File: src/rtl/vpmap_pkg.sv
package vpmap_pkg;
  typedef enum logic {
    RC_PRIVATE = 1'b0,
    RC_SHARED  = 1'b1
  } reg_class_e;
endpackage

File: src/rtl/vpmap_rst_sync.sv
module vpmap_rst_sync #(
  parameter int unsigned STAGES = 2
) (
  input  logic clk,
  input  logic rst_in_n,
  output logic rst_out_n
);
  logic [STAGES-1:0] sync_q;

  always_ff @(posedge clk or negedge rst_in_n) begin
    if (!rst_in_n) sync_q <= '0;
    else           sync_q <= {sync_q[STAGES-2:0], 1'b1};
  end

  assign rst_out_n = sync_q[STAGES-1];
endmodule

File: src/rtl/vpmap_cfg.sv
module vpmap_cfg #(
  parameter int unsigned NREGS = 32,
  parameter int unsigned MAXVP = 128,
  localparam int unsigned CW = $clog2(NREGS + 1),
  localparam int unsigned VW = $clog2(MAXVP + 1)
) (
  input  logic          clk,
  input  logic          rst_n,
  input  logic          cfg_valid,
  input  logic [CW-1:0] cfg_shared,
  input  logic [CW-1:0] cfg_private,
  output logic [CW-1:0] shared_q,
  output logic [CW-1:0] private_q,
  output logic [VW-1:0] vp_count_q,
  output logic          cfg_err_q
);
  localparam int unsigned PW = 2 * CW;
  localparam int unsigned SW = CW + 1;

  logic [SW-1:0]    sum_w;
  logic             legal_w;
  logic [CW-1:0]    free_w;
  logic [NREGS-1:0] fits_w;
  logic [VW-1:0]    raw_cnt_w;
  logic [VW-1:0]    cnt_w;

  logic          upd_en;
  logic [CW-1:0] shared_d;
  logic [CW-1:0] private_d;
  logic [VW-1:0] count_d;
  logic          cerr_d;

  assign sum_w   = {1'b0, cfg_shared} + {1'b0, cfg_private};
  assign legal_w = (cfg_private != '0) && (sum_w <= SW'(NREGS));
  assign free_w  = CW'(NREGS) - cfg_shared;

  // One comparator per candidate VP count: k VPs fit when k*private <= free.
  for (genvar k = 1; k <= NREGS; k++) begin : g_fit
    assign fits_w[k-1] = (PW'(k) * PW'(cfg_private)) <= PW'(free_w);
  end

  assign raw_cnt_w = VW'($countones(fits_w));
  assign cnt_w     = (raw_cnt_w > VW'(MAXVP)) ? VW'(MAXVP) : raw_cnt_w;

  always_comb begin
    upd_en    = 1'b0;
    cerr_d    = 1'b0;
    shared_d  = shared_q;
    private_d = private_q;
    count_d   = vp_count_q;
    if (cfg_valid) begin
      if (legal_w) begin
        upd_en    = 1'b1;
        shared_d  = cfg_shared;
        private_d = cfg_private;
        count_d   = cnt_w;
      end else begin
        cerr_d = 1'b1;
      end
    end
  end

  always_ff @(posedge clk or negedge rst_n) begin
    if (!rst_n) begin
      shared_q   <= '0;
      private_q  <= CW'(NREGS);
      vp_count_q <= VW'(1);
      cfg_err_q  <= 1'b0;
    end else begin
      if (upd_en) begin
        shared_q   <= shared_d;
        private_q  <= private_d;
        vp_count_q <= count_d;
      end
      cfg_err_q <= cerr_d;
    end
  end


  keep_on_reject_chk: assert property (@(posedge clk) disable iff (!rst_n)
    cfg_err_q |-> (shared_q == $past(shared_q) && private_q == $past(private_q)
                   && vp_count_q == $past(vp_count_q)));


  stored_legal_chk: assert property (@(posedge clk) disable iff (!rst_n)
    (private_q != '0) && (({1'b0, shared_q} + {1'b0, private_q}) <= SW'(NREGS)));


  count_nonzero_chk: assert property (@(posedge clk) disable iff (!rst_n)
    (vp_count_q != '0) && (vp_count_q <= VW'(NREGS)));
endmodule

File: src/rtl/vpmap_lookup.sv
module vpmap_lookup
  import vpmap_pkg::*;
#(
  parameter int unsigned NREGS = 32,
  parameter int unsigned MAXVP = 128,
  localparam int unsigned CW = $clog2(NREGS + 1),
  localparam int unsigned VW = $clog2(MAXVP + 1),
  localparam int unsigned IW = $clog2(MAXVP),
  localparam int unsigned AW = $clog2(NREGS)
) (
  input  logic          clk,
  input  logic          rst_n,
  input  logic [CW-1:0] shared_q,
  input  logic [CW-1:0] private_q,
  input  logic [VW-1:0] vp_count_q,
  input  logic          lk_valid,
  input  logic [IW-1:0] lk_vp,
  input  logic          lk_class,
  input  logic [CW-1:0] lk_reg,
  output logic          rsp_valid,
  output logic [AW-1:0] rsp_addr,
  output logic          rsp_err
);
  localparam int unsigned MW = IW + CW + 2;

  reg_class_e    cls_w;
  logic          vp_ok_w;
  logic [CW-1:0] limit_w;
  logic          reg_ok_w;
  logic [MW-1:0] base_w;
  logic [MW-1:0] full_w;

  logic          valid_d;
  logic [AW-1:0] addr_d;
  logic          err_d;

  assign cls_w    = reg_class_e'(lk_class);
  assign vp_ok_w  = VW'(lk_vp) < vp_count_q;
  assign limit_w  = (cls_w == RC_SHARED) ? shared_q : private_q;
  assign reg_ok_w = lk_reg < limit_w;
  assign base_w   = (cls_w == RC_SHARED) ? '0
                  : (MW'(shared_q) + MW'(lk_vp) * MW'(private_q));
  assign full_w   = base_w + MW'(lk_reg);

  always_comb begin
    valid_d = lk_valid;
    err_d   = 1'b0;
    addr_d  = '0;
    if (lk_valid) begin
      if (vp_ok_w && reg_ok_w) addr_d = AW'(full_w);
      else                     err_d  = 1'b1;
    end
  end

  always_ff @(posedge clk or negedge rst_n) begin
    if (!rst_n) begin
      rsp_valid <= 1'b0;
      rsp_addr  <= '0;
      rsp_err   <= 1'b0;
    end else begin
      rsp_valid <= valid_d;
      rsp_addr  <= addr_d;
      rsp_err   <= err_d;
    end
  end


  vp_range_chk: assert property (@(posedge clk) disable iff (!rst_n)
    ($past(lk_valid) && (VW'($past(lk_vp)) >= $past(vp_count_q))) |-> rsp_err);


  err_addr_zero_chk: assert property (@(posedge clk) disable iff (!rst_n)
    rsp_err |-> (rsp_valid && rsp_addr == '0));


  idle_resp_chk: assert property (@(posedge clk) disable iff (!rst_n)
    !$past(lk_valid) |-> (!rsp_valid && rsp_addr == '0));


  shared_addr_chk: assert property (@(posedge clk) disable iff (!rst_n)
    ($past(lk_valid) && $past(lk_class) && !rsp_err) |-> (CW'(rsp_addr) < $past(shared_q)));
endmodule

File: src/rtl/vp_reg_mapper.sv
module vp_reg_mapper #(
  parameter int unsigned NREGS = 32,
  parameter int unsigned MAXVP = 128,
  localparam int unsigned CW = $clog2(NREGS + 1),
  localparam int unsigned VW = $clog2(MAXVP + 1),
  localparam int unsigned IW = $clog2(MAXVP),
  localparam int unsigned AW = $clog2(NREGS)
) (
  input  logic          clk,
  input  logic          rst_n,
  input  logic          cfg_valid,
  input  logic [CW-1:0] cfg_shared,
  input  logic [CW-1:0] cfg_private,
  output logic          cfg_err,
  output logic [VW-1:0] vp_count,
  input  logic          lk_valid,
  input  logic [IW-1:0] lk_vp,
  input  logic          lk_class,
  input  logic [CW-1:0] lk_reg,
  output logic          rsp_valid,
  output logic [AW-1:0] rsp_addr,
  output logic          rsp_err
);
  logic          rst_int_n;
  logic [CW-1:0] shared_q;
  logic [CW-1:0] private_q;

  vpmap_rst_sync #(.STAGES(2)) u_rst (
    .clk      (clk),
    .rst_in_n (rst_n),
    .rst_out_n(rst_int_n)
  );

  vpmap_cfg #(.NREGS(NREGS), .MAXVP(MAXVP)) u_cfg (
    .clk        (clk),
    .rst_n      (rst_int_n),
    .cfg_valid  (cfg_valid),
    .cfg_shared (cfg_shared),
    .cfg_private(cfg_private),
    .shared_q   (shared_q),
    .private_q  (private_q),
    .vp_count_q (vp_count),
    .cfg_err_q  (cfg_err)
  );

  vpmap_lookup #(.NREGS(NREGS), .MAXVP(MAXVP)) u_lk (
    .clk       (clk),
    .rst_n     (rst_int_n),
    .shared_q  (shared_q),
    .private_q (private_q),
    .vp_count_q(vp_count),
    .lk_valid  (lk_valid),
    .lk_vp     (lk_vp),
    .lk_class  (lk_class),
    .lk_reg    (lk_reg),
    .rsp_valid (rsp_valid),
    .rsp_addr  (rsp_addr),
    .rsp_err   (rsp_err)
  );
endmodule

File: config.mk
export PLATFORM = sky130hd
export DESIGN_NAME = vp_reg_mapper
export DESIGN_NICKNAME = d
export VERILOG_FILES = /design/src/rtl/vpmap_pkg.sv /design/src/rtl/vpmap_rst_sync.sv /design/src/rtl/vpmap_cfg.sv /design/src/rtl/vpmap_lookup.sv /design/src/rtl/vp_reg_mapper.sv
export SDC_FILE = /design/constraint.sdc
export NUM_CORES = 1
export LEC_CHECK = 0
export BUFFER_PORTS_ARGS = -buffer_cell sky130_fd_sc_hd__buf_2
export CAP_MARGIN = 15
export CORE_MARGIN = 5
export CORE_UTILIZATION = 65
export DETAILED_ROUTE_END_ITERATION = 16
export GPL_ROUTABILITY_DRIVEN = 0
export PLACE_DENSITY = 0.84
export SKIP_LAST_GASP = 1
export SLEW_MARGIN = 5
export SYNTH_ARGS = -nofsm -noshare
export SYNTH_HDL_FRONTEND = slang
export SYNTH_SLANG_ARGS = --single-unit
File: constraint.sdc
create_clock -name clk -period 2.3 [get_ports clk]
set_input_delay 0.115 -clock clk [delete_from_list [all_inputs] [get_ports clk]]
set_output_delay 0.115 -clock clk [all_outputs]
set_load 0.02 [all_outputs]
==> run metrics, run 1 <==
status=did not finish; Stop stage=global routing; Stop Error=[ERROR GRT-0116] Global routing finished with congestion. Check the congestion regions in the DRC Viewer.; Total GRT Usage=77.09%; H-tree depth=1; Syn Inst Count=1,152; Post-Syn Area=0.01031 mm^2; Synth cell types=73; Rows=46; die height=136.0 um; largest net degree at the start of global routing=27; vias in the first global route=15,810; Root Driver=clkbuf_16; port bufs=43; Starting Density=65.62%; asr flop ratio synth=100.0%; IO Pins=46; Post-synth EDFFs=0; HPWL Detailed=33.23 mm; CTS Sinks=28; Yosys warnings=0; width of the die=136.0 um; CTS buffer count=3; gr ovfl total=42; maximum clock path buffer count=2; first-pass GRT wire length=103.8 mm; predominant post-synthesis flop cell=dfrtp_1; Yosys reg bits=28; syn_area_per_cell=8.951 um^2; sequential area share after synthesis=6.820%
[cell usage after synthesis (all sizes together) (14+ instances only)]
master	n	area share, %
nor3	23	1.1
and3	14	0.85
o21a	17	1.2
a21o	43	3.1
nor2	56	2.0
inv	163	5.9
nor2b	20	1.2
xnor2	41	3.5
mux2i	14	1.4
dfrtp	26	6.3
ha	255	31
nand2	39	1.4
o21ai	57	2.8
a21oi	58	2.8
xor2	24	2.0
fa	85	17
mux2	15	1.9
a31oi	21	1.3
a211oi	15	1.1
nand3	19	1.0
[routing by layer]
metal / overflow / track usage [%]
met3: 1 / 70.28
met5: 0 / 49.17
met1: 1 / 75.05
met2: 21 / 88.19
met4: 19 / 75.48
[logic make-up after synthesis]
| kind of cell | synth area share, % |
|---|---|
| AOI/OAI and AO/OA | 18.58 |
| xor gates and xnor gates | 5.521 |
| and+or+nand+nor | 11.82 |
| adders and majority gates | 47.45 |
| other | 0.07283 |
| buffers and inverters | 6.528 |
| muxes | 3.216 |
| DFF | 6.820 |
[through the flow]
step | TNS, ns | cell area (um^2) | instances | setup slack (ns)
2_1_floorplan | -27.35 | 10380 | 1153 | -4.455
3_3_place_gp | -33.31 | 13460 | 1746 | -4.829
3_5_place_dp | -40.13 | 13460 | 1746 | -5.335
4_1_cts | -30.80 | 13880 | 1757 | -4.803
[timing repair]
item | 4_1_cts
setup buffers | 6
resized for setup | 64
hold buffers | 2
hold endpoints to repair | 3
pin swaps | 23
setup endpoints to repair | 24
==> run 2: changes to the inputs <==
- CORE_UTILIZATION: 65 -> 40
- PLACE_DENSITY: 0.84 -> not set
- PLACE_DENSITY_LB_ADDON: not set -> 0.15
==> run metrics, run 2 <==
Reg2Reg Setup Slack=-1.22 ns; Worst VDD drop=1.010 mV; Layout Cells excl Fill=1,884; H-tree depth=1 (unchanged); R2R Path Start=u_cfg.private_q[1]$_DFFE_PN0P_; fmax=144.6 MHz; xor/xnor share of the synthesized area=5.521% (unchanged); sequential share of power=7.1%; Root Driver=clkbuf_16 (unchanged); port bufs=43 (unchanged); WL final=32.24 mm; sequential area share after synthesis=6.820% (unchanged); sw power=4.747 mW; initial antenna violation count=0; Clock power frac=4.9%; IO Pins=46 (unchanged); type of origin of the critical path=input pin; Multi-input gate area=0.009280 mm^2; filler cell count in the final layout=2,320; Int Pwr=5.738 mW; DRC viols=0; launch point of the critical path=cfg_private[0]; Core Region=0.02525 mm^2; HP Class=in2reg; fin. max-slew vios=0; maximum clock path buffer count=2 (unchanged); clock period minus worst slack=6.914 ns; # setup viols final=19; Routed Antenna Nets=0; commonest non-fill, non-tap cell in the layout=buf_4; width of the die=170.6 um (was 136.0 um); area fraction in compound gates after synthesis=18.58% (unchanged); max_cap viols=0; syn_area_per_cell=8.951 um^2 (unchanged); cell accounting for the most synthesized area=ha_1 (unchanged); nets=1,925; Sw Share=45.27%; final setup skew=0.01163 ns; most frequent cells in the layout=buf_4 (350), ha_1 (242), inv_1 (149); Final Hold Fails=0; P_leak=7.484 nW; Area contributors post-synth=ha_1 (31%), fa_1 (17%), dfrtp_1 (6.3%) (unchanged); Comb power frac=88.0%; Fin Setup TNS=-28.95 ns; Critical Path End Type=flip-flop; CTS tree=built; gr ovfl total=0; Least-Margin Pin Slew=0.8720 ns; Initial DRC Count=455; Final Cycle Share=300.6%; largest stage delay on the critical path=0.60 ns; Total GRT Usage=22.41%; fraction of layout cells with a size suffix above 1=31.92%; Routed WL per cell=17.11 um; count leader, synth=ha_1 (unchanged); Register Area=703.2 um^2; first-pass GRT wire length=52.32 mm; Syn Inst Count=1,152 (unchanged); die height=170.6 um (was 136.0 um); later-pin clock latency in the skew report=0.27 ns; Starting Density=40.83% (was 65.62%); DR vias/cell=5.206; Worst Reg-to-Reg Cells=13; Post-synth EDFFs=0 (unchanged); CP endpoint=u_cfg.vp_count_q[5]$_DFFE_PN0P_; Critical Path RT=2.49 ns; Synth cell types=73 (unchanged); synth cell count leaders=ha_1 (255), inv_1 (163), fa_1 (85), a21oi_1 (58) (unchanged); largest net degree at the start of global routing=21; Rows=58 (was 46); predominant post-synthesis flop cell=dfrtp_1 (unchanged); adder-cell share of the synthesized area=47.45% (unchanged); RSZ-0062 raised after global routing=yes; Yosys warnings=0 (unchanged); mux contribution to synthesized area=3.216% (unchanged); Final Util=56.12%; DRT Pass-1 Iters=5; Top Registers=u_cfg.private_q (6), u_cfg.shared_q (6), u_cfg.vp_count_q (6); hold_sp=cfg_valid; HPWL Detailed=28.34 mm (was 33.23 mm); asr flop ratio synth=100.0% (unchanged); crit path DAT=7.10 ns; placed cell count=1,872 (was 1,746); Post-Syn Area=0.01031 mm^2 (unchanged); reg2reg end=u_lk.rsp_addr[4]$_DFF_PN0_; CTS clk-pin slew, worst paths=0.07 ns; CTS buffer count=3 (unchanged); pwr dens=739.7 mW/mm^2; top cell type's share of synthesized area=30.94% (unchanged); Vias=9,808; Rel. slew slack=41.77%; Yosys reg bits=28 (unchanged); largest family of logic cells by synthesized area=adder cells (unchanged); failing checks=setup timing; Layout area overhead=37.46%; kind of critical path=in2reg; vias in the first global route=10,120; Antenna Cells=0; CTS Sinks=28 (unchanged); status=complete, but fails checks (was did not finish); Max FO, Critical Path=3; Simple-Gate Fraction of Synth Area=11.82% (unchanged); CP max-delay cell=fa_2; area of the die=0.02909 mm^2; post-route setup slack=-4.614 ns
## run 2: cell counts after synthesis
Identical to the previous run, type by type.
## run 2: logic make-up after synthesis
kind of cell               count (synthesis)
AOI/OAI and AO/OA                        284
xor gates and xnor gates                  65
adders and majority gates                340
buffers and inverters                    171
DFF                                       28
muxes                                     29
other                                      2
and+or+nand+nor                          233
## run 2: metal layers
layer  share of wire, %  global-route usage (%)
met3                2.5                  0.8780
met1                 46                   29.75
met4                2.8                   5.208
met2                 49                   40.42
met5                  0                       0
## run 2: timing repair
item,4_1_cts,5_1_grt
gates cloned,0,0
pin swaps,26,33
buffers inserted,4,6
hold endpoints to repair,3,0
setup endpoints to repair,22,23
hold buffers,2,0
resized for setup,38,35
## run 2: worst min path at each step
stage | endpoint | slack, ns | cells after the start
2_1_floorplan | u_rst.sync_q[0]$_DFF_PN0_ | -0.18 | 0
3_3_place_gp | u_rst.sync_q[0]$_DFF_PN0_ | -0.1 | 1
3_5_place_dp | u_rst.sync_q[0]$_DFF_PN0_ | -0.1 | 1
4_1_cts | u_cfg.cfg_err_q$_DFF_PN0_ | 0.13 | 2
5_1_grt | u_cfg.cfg_err_q$_DFF_PN0_ | 0.14 | 2
6_report | u_cfg.cfg_err_q$_DFF_PN0_ | 0.13 | 2
## run 2: worst max-delay path: cells and delay by family
kind | cells | cell delay (ns)
muxes | 1 | 0.11
and+or+nand+nor | 3 | 0.60
AOI/OAI and AO/OA | 4 | 0.62
xor gates and xnor gates | 1 | 0.13
adders and majority gates | 12 | 4.90
buffers and inverters | 8 | 0.60
## run 2: power groups by stage
stage                     logic [mW]  clock network [mW]  registers, mW
after floorplan                 5.35                   0          0.797
after global placement          8.43                   0          0.740
after detailed placement        8.61                   0          0.747
after CTS                       8.92               0.524          0.738
after global routing            10.3               0.545          0.762
final                           9.23               0.515          0.742
## run 2: per-stage QoR
step	power [mW]	hold slack [ns]	instance area, um^2	setup WS (ns)
2_1_floorplan	6.152	-0.1806	10380	-4.455
3_3_place_gp	9.174	-0.09782	13710	-5.077
3_5_place_dp	9.356	-0.09694	13710	-5.113
4_1_cts	10.19	0.1273	14010	-4.558
5_1_grt	11.65	0.1380	14170	-4.837
6_report	10.48	0.1300	14170	-4.614
## run 2: area by class of cell
| class | instances | share of cell area (%) |
|---|---|---|
| multi-input combinational | 954 | 65.47 |
| clock buffer | 3 | 0.5297 |
| tap | 330 | 2.913 |
| sequential | 28 | 4.961 |
| timing repair buffer | 405 | 21.57 |
| clock inverter | 1 | 0.2119 |
| inverter | 163 | 4.343 |
Note: power is estimated with default switching activity, not from simulation.
==> run 3: changes to the inputs <==
- CORE_UTILIZATION: 40 -> 70
==> run metrics, run 3 <==
IO Pins=46 (unchanged); HPWL Detailed=33.61 mm (was 28.34 mm); Syn Inst Count=1,152 (unchanged); Post-synth EDFFs=0 (unchanged); gr ovfl total=189; Area contributors post-synth=ha_1 (31%), fa_1 (17%), dfrtp_1 (6.3%) (unchanged); asr flop ratio synth=100.0% (unchanged); Root Driver=clkbuf_16 (unchanged); vias in the first global route=16,140; Rows=44 (was 58); Yosys reg bits=28 (unchanged); Starting Density=71.22% (was 40.83%); syn_area_per_cell=8.951 um^2 (unchanged); count leader, synth=ha_1 (unchanged); largest net degree at the start of global routing=27; predominant post-synthesis flop cell=dfrtp_1 (unchanged); synth cell count leaders=ha_1 (255), inv_1 (163), fa_1 (85), a21oi_1 (58) (unchanged); CTS buffer count=3 (unchanged); Stop stage=global routing; Synth cell types=73 (unchanged); maximum clock path buffer count=2 (unchanged); Total GRT Usage=74.84%; CTS Sinks=28 (unchanged); Stop Error=[ERROR GRT-0116] Global routing finished with congestion. Check the congestion regions in the DRC Viewer.; status=did not finish (was complete, but fails checks); first-pass GRT wire length=101.5 mm; cell accounting for the most synthesized area=ha_1 (unchanged); sequential area share after synthesis=6.820% (unchanged); Post-Syn Area=0.01031 mm^2 (unchanged); Yosys warnings=0 (unchanged); H-tree depth=1 (unchanged); top cell type's share of synthesized area=30.94% (unchanged); die height=131.4 um (was 170.6 um); width of the die=131.4 um (was 170.6 um); port bufs=43 (unchanged)
[run 3: cell counts after synthesis]
No cell type changed its count.
[run 3: stage by stage]
step	cell area [um^2]	cells	setup WS, ns	hold slack (ns)
after detailed placement	13360	1706	-5.235	-0.08731
after CTS	13810	1722	-4.927	0.1207
after floorplan	10380	1153	-4.455	-0.1806
after global placement	13360	1706	-4.916	-0.1009
[run 3: kinds of logic after synthesis]
| group | synth area share [%] |
|---|---|
| other cells | 0.07283 |
| mux | 3.216 |
| flops | 6.820 |
| simple gates | 11.82 |
| xor+xnor | 5.521 |
| compound gates | 18.58 |
| buf+inv | 6.528 |
| fa+ha+maj | 47.45 |
[run 3: per-layer routing]
layer	global-route usage, %	overflow
met5	16.67	0
met4	84.57	81
met3	55.31	3
met2	92.89	104
met1	72.65	1
[run 3: repair_timing]
item                                    CTS
hold endpoints to repair                  3
gates resized for setup                  60
buffers inserted                         14
hold buffers                              2
endpoints found under the setup margin   23
pin swaps                                48
gates cloned                              0
